**src/rtl/lsq_pkg.sv**
```systemverilog
package lsq_pkg;
  localparam int XLEN    = 32;
  localparam int NBYTES  = XLEN / 8;
  localparam int OFF_W   = $clog2(NBYTES);
  localparam int REG_AW  = 5;
  localparam int IMM_W   = 12;
  localparam int OPC_W   = 7;
  localparam int F3_W    = 3;
  localparam int OPID_W  = F3_W + OPC_W;

  typedef enum logic [1:0] {
    ST_FETCH = 2'd0,
    ST_EXEC  = 2'd1,
    ST_MEM   = 2'd2
  } stage_e;

  typedef enum logic [1:0] {
    SZ_BYTE = 2'd0,
    SZ_HALF = 2'd1,
    SZ_WORD = 2'd2
  } size_e;

  typedef struct packed {
    logic  is_load;
    logic  is_store;
    size_e size;
    logic  zext;
  } memop_t;

  localparam logic [OPC_W-1:0] OPC_LOAD  = 7'b0000011;
  localparam logic [OPC_W-1:0] OPC_STORE = 7'b0100011;

  localparam logic [OPID_W-1:0] OPID_LD_B  = {3'b000, OPC_LOAD};
  localparam logic [OPID_W-1:0] OPID_LD_H  = {3'b001, OPC_LOAD};
  localparam logic [OPID_W-1:0] OPID_LD_W  = {3'b010, OPC_LOAD};
  localparam logic [OPID_W-1:0] OPID_LD_BU = {3'b100, OPC_LOAD};
  localparam logic [OPID_W-1:0] OPID_LD_HU = {3'b101, OPC_LOAD};
  localparam logic [OPID_W-1:0] OPID_ST_B  = {3'b000, OPC_STORE};
  localparam logic [OPID_W-1:0] OPID_ST_H  = {3'b001, OPC_STORE};
  localparam logic [OPID_W-1:0] OPID_ST_W  = {3'b010, OPC_STORE};
endpackage

```
**src/rtl/lsq_decode.sv**
```systemverilog
module lsq_decode
  import lsq_pkg::*;
(
  input  logic [XLEN-1:0]   instr,
  output memop_t            op,
  output logic [REG_AW-1:0] rs1,
  output logic [REG_AW-1:0] rs2,
  output logic [REG_AW-1:0] rd,
  output logic [XLEN-1:0]   imm
);
  logic [OPID_W-1:0] opid;
  logic [XLEN-1:0]   imm_load;
  logic [XLEN-1:0]   imm_store;

  assign opid      = {instr[14:12], instr[6:0]};
  assign rs1       = instr[19:15];
  assign rs2       = instr[24:20];
  assign rd        = instr[11:7];
  assign imm_load  = {{(XLEN-IMM_W){instr[31]}}, instr[31:20]};
  assign imm_store = {{(XLEN-IMM_W){instr[31]}}, instr[31:25], instr[11:7]};

  // operation identifier table
  always_comb begin
    op = '0;
    case (opid)
      OPID_LD_B:  begin op.is_load  = 1'b1; op.size = SZ_BYTE; end
      OPID_LD_H:  begin op.is_load  = 1'b1; op.size = SZ_HALF; end
      OPID_LD_W:  begin op.is_load  = 1'b1; op.size = SZ_WORD; end
      OPID_LD_BU: begin op.is_load  = 1'b1; op.size = SZ_BYTE; op.zext = 1'b1; end
      OPID_LD_HU: begin op.is_load  = 1'b1; op.size = SZ_HALF; op.zext = 1'b1; end
      OPID_ST_B:  begin op.is_store = 1'b1; op.size = SZ_BYTE; end
      OPID_ST_H:  begin op.is_store = 1'b1; op.size = SZ_HALF; end
      OPID_ST_W:  begin op.is_store = 1'b1; op.size = SZ_WORD; end
      default:    op = '0;
    endcase
  end

  assign imm = op.is_store ? imm_store : imm_load;
endmodule

```
**src/rtl/lsq_stage_ctrl.sv**
```systemverilog
module lsq_stage_ctrl
  import lsq_pkg::*;
#(
  parameter logic [XLEN-1:0] RESET_PC = '0,
  parameter int              PC_STEP  = 4
) (
  input  logic            clk,
  input  logic            rst_n,
  input  logic            mem_op,
  output stage_e          stage,
  output logic [XLEN-1:0] pc,
  output logic            retire
);
  localparam logic [XLEN-1:0] STEP = XLEN'(PC_STEP);

  stage_e          stage_d;
  logic [XLEN-1:0] pc_d;
  logic            pc_en;

  always_comb begin
    stage_d = stage;
    retire  = 1'b0;
    case (stage)
      ST_FETCH: stage_d = ST_EXEC;
      ST_EXEC: begin
        if (mem_op) begin
          stage_d = ST_MEM;
        end else begin
          stage_d = ST_FETCH;
          retire  = 1'b1;
        end
      end
      ST_MEM: begin
        stage_d = ST_FETCH;
        retire  = 1'b1;
      end
      default: stage_d = ST_FETCH;
    endcase
    pc_en = retire;
    pc_d  = pc + STEP;
  end

  always_ff @(posedge clk or negedge rst_n) begin
    if (!rst_n) begin
      stage <= ST_FETCH;
      pc    <= RESET_PC;
    end else begin
      stage <= stage_d;
      if (pc_en) pc <= pc_d;
    end
  end

  a_r3_fetch_then_exec: assert property (@(posedge clk) disable iff (!rst_n)
    (stage == ST_FETCH) |=> (stage == ST_EXEC));
  a_r3_plain_two_cycles: assert property (@(posedge clk) disable iff (!rst_n)
    (stage == ST_EXEC && !mem_op) |=> (stage == ST_FETCH));
  a_r4_mem_follows_exec: assert property (@(posedge clk) disable iff (!rst_n)
    (stage == ST_MEM) |-> ($past(stage) == ST_EXEC));
  a_r9_pc_steps: assert property (@(posedge clk) disable iff (!rst_n)
    retire |=> (pc == $past(pc) + STEP));
  a_r9_pc_holds: assert property (@(posedge clk) disable iff (!rst_n)
    !retire |=> $stable(pc));
endmodule

```
**src/rtl/lsq_load_ext.sv**
```systemverilog
module lsq_load_ext
  import lsq_pkg::*;
(
  input  logic [XLEN-1:0]  word,
  input  logic [OFF_W-1:0] off,
  input  size_e            size,
  input  logic             zext,
  output logic [XLEN-1:0]  value
);
  logic [OFF_W-1:0] half_off;
  logic [XLEN-1:0]  byte_sh;
  logic [XLEN-1:0]  half_sh;
  logic             fill;

  // byte lane by off, halfword by upper offset bits
  assign half_off = {off[OFF_W-1:1], 1'b0};
  assign byte_sh  = word >> {off, 3'b000};
  assign half_sh  = word >> {half_off, 3'b000};

  always_comb begin
    value = word;
    fill  = 1'b0;
    case (size)
      SZ_BYTE: begin
        fill  = !zext && byte_sh[7];
        value = {{(XLEN-8){fill}}, byte_sh[7:0]};
      end
      SZ_HALF: begin
        fill  = !zext && half_sh[15];
        value = {{(XLEN-16){fill}}, half_sh[15:0]};
      end
      default: value = word;
    endcase
  end
endmodule

```
**src/rtl/lsq_store_lane.sv**
```systemverilog
module lsq_store_lane
  import lsq_pkg::*;
(
  input  logic [XLEN-1:0]   data,
  input  logic [OFF_W-1:0]  off,
  input  size_e             size,
  output logic [XLEN-1:0]   wdata,
  output logic [NBYTES-1:0] wstrb
);
  for (genvar g = 0; g < NBYTES; g++) begin : g_lane
    localparam int               HSEL = g % 2;
    localparam logic [OFF_W-1:0] LANE = OFF_W'(g);
    logic [7:0] lane_d;
    logic       lane_s;

    // lane replication and strobe per access size
    always_comb begin
      case (size)
        SZ_BYTE: begin
          lane_d = data[7:0];
          lane_s = (off == LANE);
        end
        SZ_HALF: begin
          lane_d = data[HSEL*8 +: 8];
          lane_s = (off[OFF_W-1:1] == LANE[OFF_W-1:1]);
        end
        default: begin
          lane_d = data[g*8 +: 8];
          lane_s = 1'b1;
        end
      endcase
    end

    assign wdata[g*8 +: 8] = lane_d;
    assign wstrb[g]        = lane_s;
  end
endmodule

```
**src/rtl/mcyc_lsu_seq.sv**
```systemverilog
module mcyc_lsu_seq
  import lsq_pkg::*;
#(
  parameter logic [31:0] RESET_PC = 32'h0000_0000
) (
  input  logic        clk,
  input  logic        rst_n,
  output logic        mem_re,
  output logic        mem_we,
  output logic [31:0] mem_addr,
  output logic [3:0]  mem_wstrb,
  output logic [31:0] mem_wdata,
  input  logic [31:0] mem_rdata,
  output logic [4:0]  rs1_idx,
  output logic [4:0]  rs2_idx,
  input  logic [31:0] rs1_val,
  input  logic [31:0] rs2_val,
  output logic        rf_we,
  output logic [4:0]  rf_waddr,
  output logic [31:0] rf_wdata,
  output logic [31:0] pc_o,
  output logic [1:0]  stage_o,
  output logic        retire_o
);
  stage_e            stage;
  logic [XLEN-1:0]   pc;
  logic              retire;

  memop_t            dec_op;
  logic [REG_AW-1:0] dec_rd;
  logic [XLEN-1:0]   dec_imm;
  logic [XLEN-1:0]   ea;
  logic              dec_mem;
  logic              hold_en;

  logic [XLEN-1:0]   st_wdata;
  logic [NBYTES-1:0] st_wstrb;
  logic [XLEN-1:0]   ld_value;

  memop_t            held_op,    held_op_d;
  logic [XLEN-1:0]   held_addr,  held_addr_d;
  logic [REG_AW-1:0] held_rd,    held_rd_d;
  logic [XLEN-1:0]   held_wdata, held_wdata_d;
  logic [NBYTES-1:0] held_wstrb, held_wstrb_d;

  lsq_decode u_dec (
    .instr (mem_rdata),
    .op    (dec_op),
    .rs1   (rs1_idx),
    .rs2   (rs2_idx),
    .rd    (dec_rd),
    .imm   (dec_imm)
  );

  assign dec_mem = dec_op.is_load || dec_op.is_store;
  assign ea      = rs1_val + dec_imm;
  assign hold_en = (stage == ST_EXEC) && dec_mem;

  lsq_stage_ctrl #(.RESET_PC(RESET_PC), .PC_STEP(4)) u_stage (
    .clk    (clk),
    .rst_n  (rst_n),
    .mem_op (dec_mem),
    .stage  (stage),
    .pc     (pc),
    .retire (retire)
  );

  lsq_store_lane u_st (
    .data  (rs2_val),
    .off   (ea[OFF_W-1:0]),
    .size  (dec_op.size),
    .wdata (st_wdata),
    .wstrb (st_wstrb)
  );

  // capture of the memory access for the third stage
  always_comb begin
    held_op_d    = dec_op;
    held_addr_d  = ea;
    held_rd_d    = dec_rd;
    held_wdata_d = st_wdata;
    held_wstrb_d = st_wstrb;
  end

  always_ff @(posedge clk or negedge rst_n) begin
    if (!rst_n) begin
      held_op    <= '0;
      held_addr  <= '0;
      held_rd    <= '0;
      held_wdata <= '0;
      held_wstrb <= '0;
    end else if (hold_en) begin
      held_op    <= held_op_d;
      held_addr  <= held_addr_d;
      held_rd    <= held_rd_d;
      held_wdata <= held_wdata_d;
      held_wstrb <= held_wstrb_d;
    end
  end

  lsq_load_ext u_ld (
    .word  (mem_rdata),
    .off   (held_addr[OFF_W-1:0]),
    .size  (held_op.size),
    .zext  (held_op.zext),
    .value (ld_value)
  );

  always_comb begin
    mem_re    = 1'b0;
    mem_we    = 1'b0;
    mem_addr  = pc;
    mem_wstrb = '0;
    mem_wdata = held_wdata;
    rf_we     = 1'b0;
    case (stage)
      ST_FETCH: mem_re = 1'b1;
      ST_EXEC: begin
        mem_re   = dec_op.is_load;
        mem_addr = {ea[XLEN-1:OFF_W], {OFF_W{1'b0}}};
      end
      ST_MEM: begin
        mem_addr  = {held_addr[XLEN-1:OFF_W], {OFF_W{1'b0}}};
        mem_we    = held_op.is_store;
        mem_wstrb = held_op.is_store ? held_wstrb : '0;
        rf_we     = held_op.is_load && (held_rd != '0);
      end
      default: mem_re = 1'b0;
    endcase
  end

  assign rf_waddr = held_rd;
  assign rf_wdata = ld_value;
  assign pc_o     = pc;
  assign stage_o  = stage;
  assign retire_o = retire;

  a_r8_no_x0_write: assert property (@(posedge clk) disable iff (!rst_n)
    rf_we |-> (rf_waddr != '0));
  a_r7_no_read_with_write: assert property (@(posedge clk) disable iff (!rst_n)
    mem_we |-> !mem_re);
  a_r7_strobe_width: assert property (@(posedge clk) disable iff (!rst_n)
    mem_we |-> ($countones(mem_wstrb) == (32'd1 << held_op.size)));
  a_r4_writeback_ends: assert property (@(posedge clk) disable iff (!rst_n)
    rf_we |=> (stage == ST_FETCH));
endmodule

```
**config.mk**
```make
export PLATFORM = sky130hd
export DESIGN_NAME = mcyc_lsu_seq
export DESIGN_NICKNAME = d
export VERILOG_FILES = /design/src/rtl/lsq_pkg.sv /design/src/rtl/lsq_decode.sv /design/src/rtl/lsq_stage_ctrl.sv /design/src/rtl/lsq_load_ext.sv /design/src/rtl/lsq_store_lane.sv /design/src/rtl/mcyc_lsu_seq.sv
export SDC_FILE = /design/constraint.sdc
export NUM_CORES = 1
export LEC_CHECK = 0
export ABC_CLOCK_PERIOD_IN_PS = 7400
export CAP_MARGIN = 20
export CORE_ASPECT_RATIO = 0.7
export CORE_MARGIN = 5
export CORE_UTILIZATION = 30
export CTS_CLUSTER_SIZE = 16
export DETAILED_ROUTE_END_ITERATION = 8
export REMOVE_ABC_BUFFERS = 1
export SKIP_CTS_REPAIR_TIMING = 1
export SYNTH_ARGS = -nofsm -noshare
export SYNTH_HDL_FRONTEND = slang
export SYNTH_SLANG_ARGS = --single-unit
```
**constraint.sdc**
```tcl
create_clock -name clk -period 7.4 [get_ports clk]
set_input_delay 2.22 -clock clk [delete_from_list [all_inputs] [get_ports clk]]
set_output_delay 2.22 -clock clk [all_outputs]
set_load 0.01 [all_outputs]
```
==> metrics.md, run 1 <==
| Metric | Value |
|---|---|
| Post-synthesis mux area share | 5.15% |
| Most used DFF post-synth | dfrtp_1 |
| Num ports | 251 |
| Total number of vias | 8264 |
| Final hold vios | 0 |
| Max Slew Vio Count | 0 |
| Largest net degree at the start of global routing | 83 |
| WL final | 30.6 mm |
| Synth Area in Simple Gates | 21.6% |
| DIE AREA | 29200 sq um |
| Setup CP Type | input pin to output pin |
| Die span in x | 202 microns |
| Starting Density | 30.3% |
| Clk network pwr share | 24.6% |
| Total track usage | 19.9% |
| Post-DP HPWL | 23.7 mm |
| CP arrival | 5.86 ns |
| Worst hold path class | register to register |
| Max-cap violations | 0 |
| Synth Area in XOR/XNOR | 6.22% |
| Core Rows | 49 |
| CTS Buf Count | 9 |
| Clk_skew | 0.0150 ns |
| Min Tclk post-route | 8.08 ns |
| Synth top area share | 35.5% |
| Share of layout cells above drive strength 1 | 23.4% |
| Initial antenna violation count | 0 |
| Post-synthesis adder-cell area fraction | 5.91% |
| CTS tree | built |
| Aggregate global routing overflow | 0 |
| Int Power | 1400 uW |
| PD cells | 176 nW/um^2 |
| Global-route wire length before repair | 46.4 mm |
| Yosys cell types | 69 |
| Drt pass-1 iters | 5 |
| # nets final | 1460 |
| Util after Layout | 48.5% |
| Placeable Area | 25600 sq um |
| Post-synth EDFFs | 0 |
| Htree depth | 3 |
| Longest Clk Path Bufs | 2 |
| Status | complete, but fails checks |
| Compound-Gate Fraction of Synth Area | 20.9% |
| DRT antenna net count | 0 |
| Leakage | 0.00571 uW |
| Worst-Skew Late Latency | 0.36 ns |
| Failing checks | negative setup slack |
| Fmax | 124 MHz |
| Worst VDD drop | 0.000120 V |
| GPL Wtd Cong | 0.957 |
| Number of synthesized register bits | 110 |
| Part of the power in combinational logic | 42.9% |
| Vias in the first global route | 8014 |
| Area grow syn2layout | 60.1% |
| Slowest stage cell, crit path | nor4_4 |
| Yosys warnings | 0 |
| Sw Ratio | 35.8% |
| # DRC | 0 |
| Slew HR | 37.7% |
| Post-DR vias/cell | 4.97 |
| Drt wl/cell | 18.4 microns |
| Clk sink count | 110 |
| Worst-path clk slew | 0.08 ns |
| Crit share post-route | 109% |
| Filler cells | 2512 |
| Initial DRC count | 552 |
| Startpoint Class | input pin |
| Largest family of logic cells by synthesized area | simple AND/OR/NAND/NOR gates |
| RSZ-0062 raised after global routing | true |
| Net Sw Power | 779 uW |
| Synth top area cells | dfrtp_1 36%, nand2_1 11%, o21ai_0 6.5% |
| Sequential Power Share | 32.4% |
| Synth Cell Area | 7750 sq um |
| Post-synthesis sequential area ratio | 35.5% |
| CTS root buffer | clkbuf_16 |
| Mapped Cells | 958 |
| Max incr delay on CP | 0.39 ns |
| Worst setup margin | -0.680 ns |
| Setup-failing EPs final | 27 |
| Yosys top cell by area | dfrtp_1 |
| Req. time, crit path | 5.18 ns |
| Cells after DPL | 1634 |
| IO Port Bufs | 246 |
| Crit path cell chain | buf_8, nor4_4, nand3_2, a2111oi_4, buf_4, mux2_4, ha_4, a21oi_4, nand4b_1, a21o_1, a21o_1, o41ai_4, buf_4, a21boi_4, xor2_2, o21ai_1, buf_2 |
| Chip Height | 144 microns |
| Crit end category | output pin |
| Syn_area_per_cell | 8.09 sq um |
| # diodes | 0 |
| Asr flop ratio synth | 100% |
| Final Instance Count excl. Fillers | 1662 |
| Worst-margin pin slew | 0.934 ns |
| Crit path max fanout | 4 |
-- critical path: cells and delay by family --
kind                     cells  cell delay, ns
adder cells (fa/ha/maj)      1            0.29
buffers and inverters        4            0.66
XOR/XNOR                     1            0.19
AND/OR/NAND/NOR              3            0.80
AO/OA/AOI/OAI                7            1.37
multiplexers                 1            0.33
-- sequential cells by signal (all words and copies together) (netlist names) --
register / flops
mem_wdata: 32
rf_waddr: 5
held_addr: 32
held_op: 5
u_stage.stage: 2
held_wstrb: 4
u_stage.pc: 30
-- synth_stat cells, types with 4 or more instances --
cell	instances
a22o_1	10
nor3_1	12
nor2b_1	11
inv_1	21
ha_1	35
a221o_1	7
nand4_1	15
mux2_2	15
and2_1	4
and3_1	15
a21boi_0	4
a22oi_1	13
clkbuf_1	32
nor2_1	61
nand2_1	220
xnor2_1	33
xor2_1	22
a21oi_1	70
o21ai_0	101
o21bai_1	5
mux2i_1	23
dfrtp_1	110
nand3_1	11
a21o_1	13
a31oi_1	10
buf_4	14
nand2b_1	6
buf_2	8
-- metrics by stage --
step / hold WS [ns] / setup TNS, ns / instance area (sq um) / worst slack, ns / power (uW)
2_1_floorplan: 0.432 / -2.80 / 7480 / -0.320 / 1080
3_5_place_dp: 0.449 / -45.30 / 11500 / -1.78 / 1620
4_1_cts: 0.467 / -45.25 / 11900 / -1.79 / 2160
3_3_place_gp: 0.446 / -40.96 / 11500 / -1.60 / 1610
5_1_grt: 0.492 / -16.75 / 12400 / -0.773 / 2310
6_report: 0.468 / -12.86 / 12400 / -0.680 / 2180
-- layout by cell type, fill, tap and decap left out, types with 8 or more instances in the layout --
cell type,instances
a21o_1,13
a21oi_1,60
a22o_1,10
a31oi_1,8
and3_1,15
buf_2,21
buf_4,157
buf_6,11
clkbuf_16,9
clkdlybuf4s50_1,211
dfrtp_1,110
ha_1,29
inv_1,20
mux2_2,11
mux2i_1,23
nand2_1,217
nand3_1,10
nand4_1,15
nor2_1,57
nor2b_1,9
nor3_1,10
o21ai_0,91
o21ai_1,9
xnor2_1,25
xor2_1,16
-- path summary, 6_finish.rpt --
kind	startpoint	end	slack, ns	cells past startpoint
max in group asynchronous	rst_n	held_addr[7]	4.23	2
setup reg to reg	u_stage.stage[0]	u_stage.pc[31]	4.75	7
min in group asynchronous	rst_n	u_stage.pc[27]	1.92	1
hold reg to reg	held_wstrb[2]	held_wstrb[2]	0.47	2
hold / removal	held_wstrb[2]	held_wstrb[2]	0.47	2
setup / recovery	mem_rdata[6]	mem_addr[21]	-0.68	17
-- power by group through the flow --
stage	logic, uW	clock network (uW)	registers (uW)
2_1_floorplan	355	0	721
3_3_place_gp	898	0	715
3_5_place_dp	902	0	717
4_1_cts	906	553	705
5_1_grt	1020	574	716
6_report	935	537	706
-- per-layer routing --
| layer | wire length [microns] | GRT usage, % | vias to the layer above | part of all wire (%) |
|---|---|---|---|---|
| li1 | - | - | 4069 | - |
| met5 | 0 | 0 | - | 0 |
| met4 | 277 | 2.89 | 0 | 0.91 |
| met3 | 1870 | 4.08 | 23 | 6.1 |
| met1 | 15400 | 30.6 | 3946 | 50 |
| met2 | 13000 | 29.5 | 226 | 43 |
-- cell families after synthesis --
kind of cell | after synthesis
adder cells (fa/ha/maj) | 36
buffers and inverters | 79
XOR/XNOR | 55
AO/OA/AOI/OAI | 262
flip-flops | 110
multiplexers | 38
other | 1
AND/OR/NAND/NOR | 377
-- final cells by class --
cell class                      count  area [sq um]  area share (%)
Clock buffer                        9           225            1.82
Clock inverter                      7           101           0.817
Inverter                           22          82.6           0.666
Timing Repair Buffer              411          3620            29.2
Tap cell                          331           414            3.34
Sequential cell                   110          2750            22.2
Multi-Input combinational cell    772          5210            42.0
Note: power is estimated with default switching activity, not from simulation.
==> run 2: changes to the inputs <==
--- a/config.mk
+++ b/config.mk
@@ -8,7 +8,7 @@
 export ABC_CLOCK_PERIOD_IN_PS = 7400
 export CAP_MARGIN = 20
 export CORE_ASPECT_RATIO = 0.7
-export CORE_MARGIN = 5
+export CORE_MARGIN = 8
 export CORE_UTILIZATION = 30
 export CTS_CLUSTER_SIZE = 16
 export DETAILED_ROUTE_END_ITERATION = 8
==> metrics.md, run 2 (synthesized netlist as in run 1, its figures left out) <==
| Metric | Value |
|---|---|
| Sequential Power Share | 32.9% (was 32.4%) |
| Aggregate global routing overflow | 0 (unchanged) |
| CTS Buf Count | 9 (unchanged) |
| Sw Ratio | 35.5% (was 35.8%) |
| Clk sink count | 110 (unchanged) |
| Setup TNS | -11.14 ns (was -12.86 ns) |
| Req. time, crit path | 5.18 ns (about the same) |
| Final hold vios | 0 (unchanged) |
| Filler cells | 2455 (was 2512) |
| Clk_skew | 0.00712 ns (was 0.0150 ns) |
| PD cells | 174 nW/um^2 (was 176 nW/um^2) |
| Crit path max fanout | 4 (unchanged) |
| CTS tree | built (unchanged) |
| CP startpoint | mem_rdata[6] (unchanged) |
| Worst VDD drop | 0.000111 V (was 0.000120 V) |
| # nets final | 1457 (was 1460) |
| # DRC | 0 (unchanged) |
| Max incr delay on CP | 0.37 ns (was 0.39 ns) |
| RSZ-0062 raised after global routing | true (unchanged) |
| Max-cap violations | 0 (unchanged) |
| Crit path cell chain | buf_6, nor4_4, nand3_2, a2111oi_4, buf_4, mux2_2, ha_4, o21a_1, o31ai_4, a211oi_2, buf_4, o21a_4, nor2_4, buf_4, o311ai_4, xnor2_2, o21ai_1, buf_2 (was buf_8, nor4_4, nand3_2, a2111oi_4, buf_4, mux2_4, ha_4, a21oi_4, nand4b_1, a21o_1, a21o_1, o41ai_4, buf_4, a21boi_4, xor2_2, o21ai_1, buf_2) |
| Worst-Skew Late Latency | 0.35 ns (was 0.36 ns) |
| Num ports | 251 (unchanged) |
| Fin Hold WS | 0.467 ns (was 0.468 ns) |
| Clk network pwr share | 23.5% (was 24.6%) |
| Commonest cells after routing, fill and taps aside | 219 x nand2_1, 209 x clkdlybuf4s50_1, 157 x buf_4, 110 x dfrtp_1, 91 x o21ai_0 (was 217 x nand2_1, 211 x clkdlybuf4s50_1, 157 x buf_4, 110 x dfrtp_1, 91 x o21ai_0) |
| Hold Path End | held_wstrb[2] (unchanged) |
| Hold Path Depth | 2 (unchanged) |
| GPL Wtd Cong | 0.899 (was 0.957) |
| Drt wl/cell | 18.9 microns (was 18.4 microns) |
| Largest net degree at the start of global routing | 75 (was 83) |
| Net Sw Power | 762 uW (was 779 uW) |
| Placeable Area | 25500 sq um (was 25600 sq um) |
| Longest Clk Path Bufs | 2 (unchanged) |
| R2R Setup Slk | 4.74 ns (was 4.75 ns) |
| CTS root buffer | clkbuf_16 (unchanged) |
| Worst r2r path cells | 8 (was 7) |
| WL final | 31.3 mm (was 30.6 mm) |
| Crit end category | output pin (unchanged) |
| Leakage | 0.00568 uW (was 0.00571 uW) |
| Core Rows | 49 (unchanged) |
| Multi-input gate area | 5190 sq um (was 5210 sq um) |
| Global-route wire length before repair | 47.2 mm (was 46.4 mm) |
| Startpoint Class | input pin (unchanged) |
| R2r endpoint | u_stage.pc[31] (unchanged) |
| Starting Density | 30.4% (was 30.3%) |
| Chip Height | 150 microns (was 144 microns) |
| Worst hold path class | register to register (unchanged) |
| Most common cell after layout, fill and taps aside | nand2_1 (unchanged) |
| Htree depth | 3 (unchanged) |
| Dpl ws | -1.68 ns (was -1.78 ns) |
| IO Port Bufs | 246 (unchanged) |
| Power, Total | 2150 uW (was 2180 uW) |
| Drt pass-1 iters | 7 (was 5) |
| Slew HR | 32.3% (was 37.7%) |
| DRT antenna net count | 0 (unchanged) |
| Fmax | 126 MHz (was 124 MHz) |
| Worst setup margin | -0.536 ns (was -0.680 ns) |
| Critical Path Most Common Cell | buf_4 |
| R2r startpoint | u_stage.stage[1] (was u_stage.stage[0]) |
| Crit share post-route | 107% (was 109%) |
| Slowest stage cell, crit path | nor4_4 (unchanged) |
| Vias in the first global route | 8052 (was 8014) |
| Post-DR vias/cell | 4.98 (was 4.97) |
| Initial antenna violation count | 1 (was 0) |
| CP arrival | 5.72 ns (was 5.86 ns) |
| Worst-margin pin slew | 1.02 ns (was 0.934 ns) |
| Failing checks | negative setup slack (unchanged) |
| Total track usage | 18.9% (was 19.9%) |
| Die span in x | 208 microns (was 202 microns) |
| Total number of vias | 8262 (was 8264) |
| Register area | 2750 sq um (unchanged) |
| Share of layout cells above drive strength 1 | 23.5% (was 23.4%) |
| DIE AREA | 31300 sq um (was 29200 sq um) |
| Area grow syn2layout | 58.9% (was 60.1%) |
| Min Tclk post-route | 7.94 ns (was 8.08 ns) |
| Post-DP HPWL | 24.4 mm (was 23.7 mm) |
| Setup CP Type | input pin to output pin (unchanged) |
| Int Power | 1390 uW (was 1400 uW) |
| Max Slew Vio Count | 0 (unchanged) |
| Initial DRC count | 579 (was 552) |
| Part of the power in combinational logic | 43.6% (was 42.9%) |
| Hold_sp | held_wstrb[2] (unchanged) |
| Worst-path clk slew | 0.07 ns (was 0.08 ns) |
| Setup-failing EPs final | 28 (was 27) |
| Status | complete, but fails checks (unchanged) |
## run 2: final cells by class
type | count | area share (%)
Multi-Input combinational cell | 772 | 42.1
Timing Repair Buffer | 408 | 29.1
Sequential cell | 110 | 22.4
Tap cell | 331 | 3.36
Clock buffer | 10 | 1.86
Inverter | 22 | 0.671
Clock inverter | 5 | 0.539
Antenna cell | 1 | 0.0203
## run 2: power groups by stage
stage          clock network [uW]  logic [uW]  registers (uW)
6_report                      506         937             706
5_1_grt                       536        1010             716
4_1_cts                       519         909             705
3_5_place_dp                    0         905             717
3_3_place_gp                    0         900             715
2_1_floorplan                   0         355             721
## run 2: routing by layer
layer  up-vias  share of wire (%)  global-route usage (%)
li1       4074                  -                       -
met3        33                6.5                    3.70
met4         0                1.5                    4.67
met1      3897                 49                    27.8
met2       258                 43                    27.8
met5         -                  0                       0
## run 2: metrics by stage
stage / utilization, % / instance area [sq um] / cells
final: 48.3 / 12300 / 1659
after global routing: 48.3 / 12300 / 1659
after CTS: 46.3 / 11800 / 1647
after detailed placement: 45.2 / 11500 / 1632
after global placement: 45.1 / 11500 / 1631
after floorplan: - / 7480 / 904
## run 2: worst max-delay path, delay by kind of cell
| kind | cells | cell delay, ns |
|---|---|---|
| AOI/OAI and AO/OA | 7 | 1.39 |
| xor gates and xnor gates | 1 | 0.11 |
| adders and majority gates | 1 | 0.29 |
| buffers and inverters | 5 | 0.75 |
| muxes | 1 | 0.37 |
| and+or+nand+nor | 3 | 0.59 |
## run 2: how the worst max path moves through the flow
stage / to / cells past startpoint
after CTS: mem_addr[19] / 16
after global routing: mem_addr[26] / 18
final: mem_addr[26] / 18
after floorplan: mem_addr[20] / 15
after global placement: mem_addr[11] / 18
after detailed placement: mem_addr[19] / 16
